**src/rtl/eeload_pkg.sv**
```systemverilog
package eeload_pkg;

  localparam int MAC_WORDS = 3;

  typedef enum logic [2:0] {
    STEP_ID   = 3'd0,
    STEP_VER  = 3'd1,
    STEP_MAC0 = 3'd2,
    STEP_MAC1 = 3'd3,
    STEP_MAC2 = 3'd4,
    STEP_RF   = 3'd5,
    STEP_TRIM = 3'd6
  } loadStep_e;

  typedef enum logic [1:0] {
    PH_IDLE = 2'd0,
    PH_REQ  = 2'd1,
    PH_WAIT = 2'd2
  } seqPhase_e;

  typedef struct packed {
    logic      start;
    logic      capture;
    logic      finishOk;
    logic      finishErr;
    loadStep_e step;
  } seqStrobe_t;

endpackage

```
**src/rtl/eeload_ctrl.sv**
```systemverilog
module eeload_ctrl
  import eeload_pkg::*;
#(
  parameter int                ADDR_W        = 8,
  parameter int                NARROW_W      = 6,
  parameter logic [ADDR_W-1:0] VER_WORD      = 'h3E,
  parameter logic [ADDR_W-1:0] MAC_WORD_BASE = 'h08,
  parameter logic [ADDR_W-1:0] RF_WORD       = 'h14,
  parameter logic [ADDR_W-1:0] TRIM_WORD     = 'h15
) (
  input  logic              clk,
  input  logic              rstN,
  input  logic              cfgWideAddr,
  input  logic              reloadReq,
  input  logic              qryReq,
  input  logic              cachedQ,
  input  logic              idMatchQ,
  input  logic              rdDone,
  input  logic              rdErr,
  output logic              rdReq,
  output logic [ADDR_W-1:0] rdAddr,
  output logic              rdWide,
  output logic              busy,
  output seqStrobe_t        strobe
);

  localparam logic [ADDR_W-1:0] NARROW_MASK = ADDR_W'((1 << NARROW_W) - 1);

  seqPhase_e phaseQ, phaseD;
  loadStep_e stepQ, stepD;
  logic      bootPendQ;
  logic      wideQ;
  logic      lastStep;
  logic      startNow;
  logic [ADDR_W-1:0] wordAddr;

  assign lastStep = (stepQ == STEP_TRIM) || ((stepQ == STEP_MAC2) && !idMatchQ);
  assign startNow = (phaseQ == PH_IDLE) && (bootPendQ || reloadReq || (qryReq && !cachedQ));

  always_comb begin
    strobe      = '0;
    strobe.step = stepQ;
    phaseD      = phaseQ;
    stepD       = stepQ;
    unique case (phaseQ)
      PH_IDLE: begin
        if (startNow) begin
          strobe.start = 1'b1;
          phaseD       = PH_REQ;
          stepD        = STEP_ID;
        end
      end
      PH_REQ: phaseD = PH_WAIT;
      PH_WAIT: begin
        if (rdErr) begin
          strobe.finishErr = 1'b1;
          phaseD           = PH_IDLE;
        end else if (rdDone) begin
          strobe.capture = 1'b1;
          if (lastStep) begin
            strobe.finishOk = 1'b1;
            phaseD          = PH_IDLE;
          end else begin
            stepD  = loadStep_e'(3'(stepQ + 3'd1));
            phaseD = PH_REQ;
          end
        end
      end
      default: phaseD = PH_IDLE;
    endcase
  end

  always_ff @(posedge clk) begin
    if (!rstN) begin
      phaseQ    <= PH_IDLE;
      stepQ     <= STEP_ID;
      bootPendQ <= 1'b1;
      wideQ     <= 1'b0;
    end else begin
      phaseQ <= phaseD;
      stepQ  <= stepD;
      if (startNow) begin
        bootPendQ <= 1'b0;
        wideQ     <= cfgWideAddr;
      end
    end
  end

  always_comb begin
    unique case (stepQ)
      STEP_ID:   wordAddr = '0;
      STEP_VER:  wordAddr = VER_WORD;
      STEP_MAC0: wordAddr = MAC_WORD_BASE;
      STEP_MAC1: wordAddr = ADDR_W'(MAC_WORD_BASE + 1);
      STEP_MAC2: wordAddr = ADDR_W'(MAC_WORD_BASE + 2);
      STEP_RF:   wordAddr = RF_WORD;
      STEP_TRIM: wordAddr = TRIM_WORD;
      default:   wordAddr = '0;
    endcase
  end

  assign rdAddr = wideQ ? wordAddr : (wordAddr & NARROW_MASK);
  assign rdReq  = (phaseQ == PH_REQ);
  assign rdWide = wideQ;
  assign busy   = (phaseQ != PH_IDLE);


  rd_req_pulse_chk: assert property (@(posedge clk) disable iff (!rstN)
    rdReq |=> !rdReq);


  first_read_id_chk: assert property (@(posedge clk) disable iff (!rstN)
    $rose(busy) |-> (rdReq && (rdAddr == '0)));


  narrow_addr_chk: assert property (@(posedge clk) disable iff (!rstN)
    (rdReq && !rdWide) |-> ((rdAddr & ~NARROW_MASK) == '0));


  load_end_on_reply_chk: assert property (@(posedge clk) disable iff (!rstN)
    $fell(busy) |-> $past(rdDone || rdErr));

endmodule

```
**src/rtl/eeload_dp.sv**
```systemverilog
module eeload_dp
  import eeload_pkg::*;
#(
  parameter logic [15:0] ID_WORD  = 16'h8129,
  parameter int          RF_BIT   = 7,
  parameter int          TRIM_LSB = 12,
  parameter int          TRIM_W   = 4
) (
  input  logic              clk,
  input  logic              rstN,
  input  seqStrobe_t        strobe,
  input  logic [15:0]       rdData,
  input  logic              hostWrReq,
  output logic              cachedQ,
  output logic              failQ,
  output logic              idMatchQ,
  output logic [16*MAC_WORDS-1:0] macAddr,
  output logic [7:0]        verByte,
  output logic              rfType,
  output logic [TRIM_W-1:0] xtalTrim
);

  logic [15:0]       macWordQ [MAC_WORDS];
  logic [7:0]        verQ;
  logic              rfQ;
  logic [TRIM_W-1:0] trimQ;
  logic              staleQ;

  always_ff @(posedge clk) begin
    if (!rstN) begin
      cachedQ  <= 1'b0;
      failQ    <= 1'b0;
      idMatchQ <= 1'b0;
      staleQ   <= 1'b0;
      verQ     <= '0;
      rfQ      <= 1'b0;
      trimQ    <= '0;
    end else begin
      if (strobe.start) begin
        cachedQ  <= 1'b0;
        failQ    <= 1'b0;
        idMatchQ <= 1'b0;
        staleQ   <= 1'b0;
        verQ     <= '0;
        rfQ      <= 1'b0;
        trimQ    <= '0;
      end
      if (strobe.capture) begin
        unique case (strobe.step)
          STEP_ID:   idMatchQ <= (rdData == ID_WORD);
          STEP_VER:  verQ     <= rdData[15:8];
          STEP_RF:   rfQ      <= rdData[RF_BIT];
          STEP_TRIM: trimQ    <= rdData[TRIM_LSB +: TRIM_W];
          default:   ;
        endcase
      end
      if (strobe.finishOk) begin
        cachedQ <= !staleQ;
        failQ   <= !idMatchQ;
      end
      if (strobe.finishErr) begin
        cachedQ <= !staleQ;
        failQ   <= 1'b1;
      end
      if (hostWrReq) begin
        cachedQ <= 1'b0;
        if (!strobe.start) staleQ <= 1'b1;
      end
    end
  end

  always_ff @(posedge clk) begin
    for (int k = 0; k < MAC_WORDS; k++) begin
      if (!rstN || strobe.start) begin
        macWordQ[k] <= '0;
      end else if (strobe.capture && (strobe.step == loadStep_e'(3'(STEP_MAC0 + k)))) begin
        macWordQ[k] <= rdData;
      end
    end
  end

  for (genvar g = 0; g < MAC_WORDS; g++) begin : g_mac
    assign macAddr[16*g +: 16] = macWordQ[g];
  end

  assign verByte  = verQ;
  assign rfType   = rfQ;
  assign xtalTrim = trimQ;


  host_wr_clears_cache_chk: assert property (@(posedge clk) disable iff (!rstN)
    hostWrReq |=> !cachedQ);


  cache_set_at_end_chk: assert property (@(posedge clk) disable iff (!rstN)
    $rose(cachedQ) |-> $past(strobe.finishOk || strobe.finishErr));


  rf_read_needs_id_chk: assert property (@(posedge clk) disable iff (!rstN)
    (strobe.capture && (strobe.step == STEP_RF)) |-> idMatchQ);

endmodule

```
**src/rtl/eeload_seq.sv**
```systemverilog
module eeload_seq
  import eeload_pkg::*;
#(
  parameter int                ADDR_W        = 8,
  parameter int                NARROW_W      = 6,
  parameter logic [15:0]       ID_WORD       = 16'h8129,
  parameter logic [ADDR_W-1:0] VER_WORD      = 'h3E,
  parameter logic [ADDR_W-1:0] MAC_WORD_BASE = 'h08,
  parameter logic [ADDR_W-1:0] RF_WORD       = 'h14,
  parameter int                RF_BIT        = 7,
  parameter logic [ADDR_W-1:0] TRIM_WORD     = 'h15,
  parameter int                TRIM_LSB      = 12,
  parameter int                TRIM_W        = 4
) (
  input  logic              clk,
  input  logic              rstN,
  input  logic              cfgWideAddr,
  input  logic              reloadReq,
  input  logic              qryReq,
  input  logic              hostWrReq,
  output logic              rdReq,
  output logic [ADDR_W-1:0] rdAddr,
  output logic              rdWide,
  input  logic              rdDone,
  input  logic              rdErr,
  input  logic [15:0]       rdData,
  output logic              busy,
  output logic              cached,
  output logic              loadFail,
  output logic              fieldValid,
  output logic [47:0]       macAddr,
  output logic [7:0]        verByte,
  output logic              rfType,
  output logic [TRIM_W-1:0] xtalTrim
);

  seqStrobe_t strobe;
  logic       cachedQ;
  logic       failQ;
  logic       idMatchQ;

  eeload_ctrl #(
    .ADDR_W(ADDR_W), .NARROW_W(NARROW_W), .VER_WORD(VER_WORD),
    .MAC_WORD_BASE(MAC_WORD_BASE), .RF_WORD(RF_WORD), .TRIM_WORD(TRIM_WORD)
  ) u_ctrl (
    .clk(clk), .rstN(rstN), .cfgWideAddr(cfgWideAddr), .reloadReq(reloadReq),
    .qryReq(qryReq), .cachedQ(cachedQ), .idMatchQ(idMatchQ), .rdDone(rdDone),
    .rdErr(rdErr), .rdReq(rdReq), .rdAddr(rdAddr), .rdWide(rdWide),
    .busy(busy), .strobe(strobe)
  );

  eeload_dp #(
    .ID_WORD(ID_WORD), .RF_BIT(RF_BIT), .TRIM_LSB(TRIM_LSB), .TRIM_W(TRIM_W)
  ) u_dp (
    .clk(clk), .rstN(rstN), .strobe(strobe), .rdData(rdData),
    .hostWrReq(hostWrReq), .cachedQ(cachedQ), .failQ(failQ),
    .idMatchQ(idMatchQ), .macAddr(macAddr), .verByte(verByte),
    .rfType(rfType), .xtalTrim(xtalTrim)
  );

  assign cached     = cachedQ;
  assign loadFail   = failQ;
  assign fieldValid = cachedQ && !failQ;


  no_read_while_cached_chk: assert property (@(posedge clk) disable iff (!rstN)
    rdReq |-> !cached);

endmodule

```
**config.mk**
```make
export PLATFORM = sky130hd
export DESIGN_NAME = eeload_seq
export DESIGN_NICKNAME = d
export VERILOG_FILES = /design/src/rtl/eeload_pkg.sv /design/src/rtl/eeload_ctrl.sv /design/src/rtl/eeload_dp.sv /design/src/rtl/eeload_seq.sv
export SDC_FILE = /design/constraint.sdc
export NUM_CORES = 1
export LEC_CHECK = 0
export ABC_AREA = 1
export BUFFER_PORTS_ARGS = -buffer_cell sky130_fd_sc_hd__clkbuf_2
export CORE_UTILIZATION = 45
export DETAILED_ROUTE_END_ITERATION = 10
export PLACE_DENSITY = 0.75
export SLEW_MARGIN = 20
export SYNTH_ARGS = -nofsm -noshare
export SYNTH_HDL_FRONTEND = slang
export SYNTH_SLANG_ARGS = --single-unit
```
**constraint.sdc**
```tcl
create_clock -name clk -period 2.2 [get_ports clk]
set_clock_uncertainty 0.05 [all_clocks]
set_input_delay 0.22 -clock clk [delete_from_list [all_inputs] [get_ports clk]]
set_output_delay 0.22 -clock clk [all_outputs]
set_load 0.05 [all_outputs]
```
[Word level (Yosys, flattened, before mapping)]
Memory sizes are Yosys's and may differ from the RTL's.
Index checks and enable logic that the tools add are counted.
Word-level totals
  word-level logic and storage cells: 107
  memories: 1
  output and inout bits: 75
  input port bits: 24
  RAM bits: 48
  register bits after elaboration: 24
Memory list
  u_dp.macWordQ: words 3, bits a word 16, rd ports 3, clocked after memory_dff 0, wr ports 3, line eeload_dp.sv:23  | logic [15:0] macWordQ [MAC_WORDS];
Cells by class
  bitwise logic cells: 4
  add/subtract/negate cells: 1
  equal/unequal tests: 14
  multiplexer cells: 52
  reductions and logical operators: 24
Operators with widths (count)
  16-bit 2-to-1 mux: 3
  6-bit case mux with 6 select lines: 1
  1-bit 2-to-1 mux: 30
  8-bit 2-to-1 mux: 3
  16-bit == test, second input constant: 1
  3-bit 2-to-1 mux: 5
  4-bit 2-to-1 mux: 3
  2-bit 2-to-1 mux: 5
  3-bit == test, second input constant: 3
  1-bit logical AND: 7
  3-bit by 2-bit == test with 1-bit output, second input constant: 2
  2-bit != test, second input constant: 3
  2-bit case mux with 3 select lines: 1
  3-bit case mux with 2 select lines: 1
  1-bit logical NOT: 5
  5-bit AND reduction: 1
  1-bit logical OR: 4
  2-bit nonzero test: 2
  3-bit by 1-bit adder with 3-bit output, second input constant: 1
  3-bit by 1-bit == test with 1-bit output, second input constant: 1
  3-bit logical NOT: 1
  3-bit != test, second input constant: 1
  1-bit bitwise OR: 3
  3-bit nonzero test: 1
  7 further kinds: 7

[Longest topological paths before layout]
  depth in word-level cells: 12
  mapped depth: 9
  mapped depth without buffers: 9

[By module]
From an unflattened synthesis, not the netlist that was laid out.
Unflattened totals
  cells, all modules: 307
  area total of the unflattened synthesis: 3070.4 µm²
By module, submodules not included
  eeload_dp: seq. area each 1781.7 µm², instances 1, area an instance 2562.5 µm², cells each 230
  eeload_ctrl: seq. area each 140.1 µm², instances 1, area an instance 498.0 µm², cells each 75
  eeload_seq: seq. area each 0.0 µm², instances 1, area an instance 10.0 µm², cells each 2

[Worst setup path after synthesis]
No wires, ideal clock.
  path kind: register -> register
  start: register u_ctrl.stepQ[0]
  end: memory u_dp.macWordQ[2][0] (enable)
  clock period less this slack: 2.406 ns
  stages on the path, launching flop included: 5
  buffers on the path: 0
  arrival: 1.945 ns
  required time: 1.739 ns
  setup slack: -0.206 ns
  setup time: 0.411 ns
  cells stage by stage: dfxtp_1 inv_1 ha_1 nand2_1 o21ai_0
RTL lines
  start: declaration: line eeload_ctrl.sv:30  | loadStep_e stepQ, stepD;
  start signal: assignment: line eeload_ctrl.sv:81  | stepQ <= stepD;
  end: declaration: line eeload_dp.sv:23

[Worst setup path after layout]
  start: register u_ctrl.stepQ[0]
  end: output port rdAddr[0]
On the way
  word-level cells in the longest chain between the ends: 2
  elaborated cells between the ends (all ways): 7
  those cells by class: eq/ne (6); mux (1)
RTL lines
  3-bit == test, or another cell as far along: line eeload_ctrl.sv:90  | unique case (stepQ)
  6-bit case mux with 6 select lines (*): line eeload_ctrl.sv:90
  end: declaration: line eeload_seq.sv:22  | output logic [ADDR_W-1:0] rdAddr,
Every way passes the cells marked *; elsewhere a longest branch is shown, timed or not.

==> flow_metrics.tcl <==
set metrics [dict create \
    leakagePower_nw 1.84 \
    final_area_um2 3780 \
    ys.flop_type "edfxtp_1" \
    syn_to_final_growth_pct 25.4 \
    reg2reg_depth 6 \
    die_h_um 83.9 \
    n_fill_cell 555 \
    dpl.hpwl_um 4810 \
    power.net_switching_w 0.00125 \
    drc 18 \
    rows 29 \
    drive_gt1_share_pct 33.2 \
    timing.final.ws_setup_ns 0.143 \
    power_frac_seq_pct 43.3 \
    viasPerCell 4.90 \
    grt_usage_pct 19.8 \
    outcome "finished, violations left" \
    setup_viol 0 \
    crit_type "reg2out" \
    synth_seq_cells 72 \
    fin_crit_sh_pct 93.5 \
    power-per-cell-area_nw_per_um2 985 \
    clk_latency_ns 0.34 \
    place_ws_ns 0.431 \
    maxCapViolations 0 \
    antenna_found_initial 0 \
    vias 2340 \
    ctsResizeCount 0 \
    synth.yosys.seq_area_share_pct 63.7 \
    max_freq_mhz 486 \
    grt_overflow_total 0 \
    cp_data_arrival_time_ns 1.79 \
    cts_buffer_depth 2 \
    root_buffer "clkbuf_8" \
    dieArea_um2 7040 \
    clk_pin_slew_ns 0.07 \
    cts_buffers 9 \
    start_util_pct 47.0 \
    drtIter0Drc 110 \
    cp_data_required_time_ns 1.93 \
    grt_first_pass_wirelength_um 10600 \
    fin_tns_setup_ns 0 \
    multi_input_area_um2 883 \
    netlist_area_um2 3020 \
    grt_pass1_vias 2198 \
    violations "design-rule violations" \
    synth_edf_count 48 \
    hold_buffers 0 \
    tritoncts "done" \
    fin_crit_ns 2.06 \
    ant_nets 0 \
    hold_viol_final 0 \
    core-area_um2 6420 \
    worstPathMaxFanout 4 \
    synthArstFlopShare_pct 0 \
    place_area_um2 3550 \
    avgSynthCellArea_um2 10.2 \
    internal_power_w 0.00248 \
    io_buffer_count 96 \
    end_kind "primary output" \
    dr.pass1.iters 8 \
    power_w 0.00373 \
    drt-total-wl_um 6620 \
    ir_worst_vdd_v 0.000396 \
    hold_depth 4 \
    synth_warnings 0 \
    wl_per_cell_um 13.8 \
    htree_levels 3 \
    antenna_cells 0 \
    start_kind "flip-flop" \
    cts.sinks 72 \
    slew_violations 0 \
    post_cts_buffers 0 \
    io_pins 99 \
    synth.distinct_cells 26 \
    fin_nets 425 \
    rsz0062_at_grt "false" \
    grt_max_degree 22 \
    power_frac_comb_pct 23.5 \
    power.share.clock_pct 33.3 \
    syn_inst 295 \
    min_path_type "in2reg" \
    routabilityCongestion 0.824 \
    swShare_pct 33.5 \
    seq_area_um2 1920 \
    die_w_um 83.9 \
]
synthesized netlist by cell type, types with 2 or more instances:
cell type  instances  share of area (%)
ha_1               5                2.1
edfxtp_1          48                 48
dfxtp_1           24                 16
nor2_2             4               0.83
nand2_4            2               0.75
clkbuf_1           2               0.25
a21oi_1           18                3.0
nand2_1           45                5.6
inv_2              3               0.37
nor2_1            63                7.8
buf_6              3                1.1
nand2_2            3               0.62
inv_1             31                3.9
o21ai_0           17                2.8
buf_2              2               0.33
nand3_1            6                1.0
buf_4              4                1.0
nand4_1            6                1.2
nand4_4            2                1.4
metrics by stage:
step / util (%) / instances / hold slack [ns]
floorplan: - / 296 / 0.313
global placement: 55.2 / 462 / 0.386
global route: 58.9 / 478 / 0.102
detailed placement: 55.2 / 462 / 0.398
finish: 58.9 / 478 / 0.0926
CTS: 58.9 / 478 / 0.0753
cells in the final DEF, fill, tap and decap left out, drive strengths merged:
cell type / n
ha: 5
a21oi: 18
clkinv: 3
inv: 35
nand4: 8
nor3: 1
nand2: 50
dfxtp: 24
nand3b: 1
nor2: 68
conb: 2
nand3: 7
clkbuf: 105
buf: 5
or2: 1
edfxtp: 48
bufinv: 3
o21ai: 17
worst max-delay path, stage by stage (launching register included):
cell,delay [ns]
dfxtp_1,0.39
inv_1,0.10
ha_1,0.27
nand2_1,0.13
inv_1,0.06
or2_2,0.28
buf_2,0.22
power by group through the flow:
stage | clock network [W] | registers (W) | logic, W
2_1_floorplan | 0 | 0.00198 | 0.000337
3_3_place_gp | 0 | 0.00164 | 0.000867
5_1_grt | 0.00131 | 0.00162 | 0.000920
6_report | 0.00124 | 0.00161 | 0.000875
4_1_cts | 0.00125 | 0.00161 | 0.000877
3_5_place_dp | 0 | 0.00164 | 0.000875
flip-flops by register name, indices dropped and copies added (netlist names):
register          flops
u_dp.cachedQ          1
u_ctrl.phaseQ         2
u_ctrl.stepQ          3
u_dp.staleQ           1
u_dp.failQ            1
u_ctrl.rdWide         1
u_ctrl.bootPendQ      1
u_dp.xtalTrim         4
u_dp.rfType           1
u_dp.macWordQ        48
u_dp.verByte          8
u_dp.idMatchQ         1
layout make-up:
| class | instances | share of cell area (%) |
|---|---|---|
| well taps | 77 | 2.55 |
| repair buffers | 100 | 13.5 |
| clock buffers | 10 | 3.37 |
| inverters | 35 | 3.54 |
| clock inverters | 6 | 2.84 |
| flip-flops and latches | 72 | 50.8 |
| multi-input cells | 178 | 23.4 |
logic make-up after synthesis:
logic type / synth area share (%)
simple gates: 21.2
fa+ha+maj: 2.07
other cells: 0.124
flops: 63.7
compound gates: 5.81
buf+inv: 7.13
worst paths after layout:
kind                         end              from  slack [ns]
max                    rdAddr[0]   u_ctrl.stepQ[0]        0.14
min                 u_dp.cachedQ         hostWrReq        0.09
max reg2reg  u_dp.macWordQ[2][1]  u_ctrl.phaseQ[1]        0.50
min reg2reg     u_ctrl.bootPendQ  u_ctrl.bootPendQ        0.40
routing by layer:
layer | vias to the layer above | GRT usage (%) | wire, um | part of all wire, %
met1 | 1069 | 25.9 | 2950 | 45
met3 | 9 | 5.24 | 476 | 7.2
met5 | - | 0 | 0 | 0
met2 | 101 | 30.8 | 3100 | 47
li1 | 1161 | - | - | -
met4 | 0 | 8.78 | 93 | 1.4
Note: power is estimated with default switching activity, not from simulation.
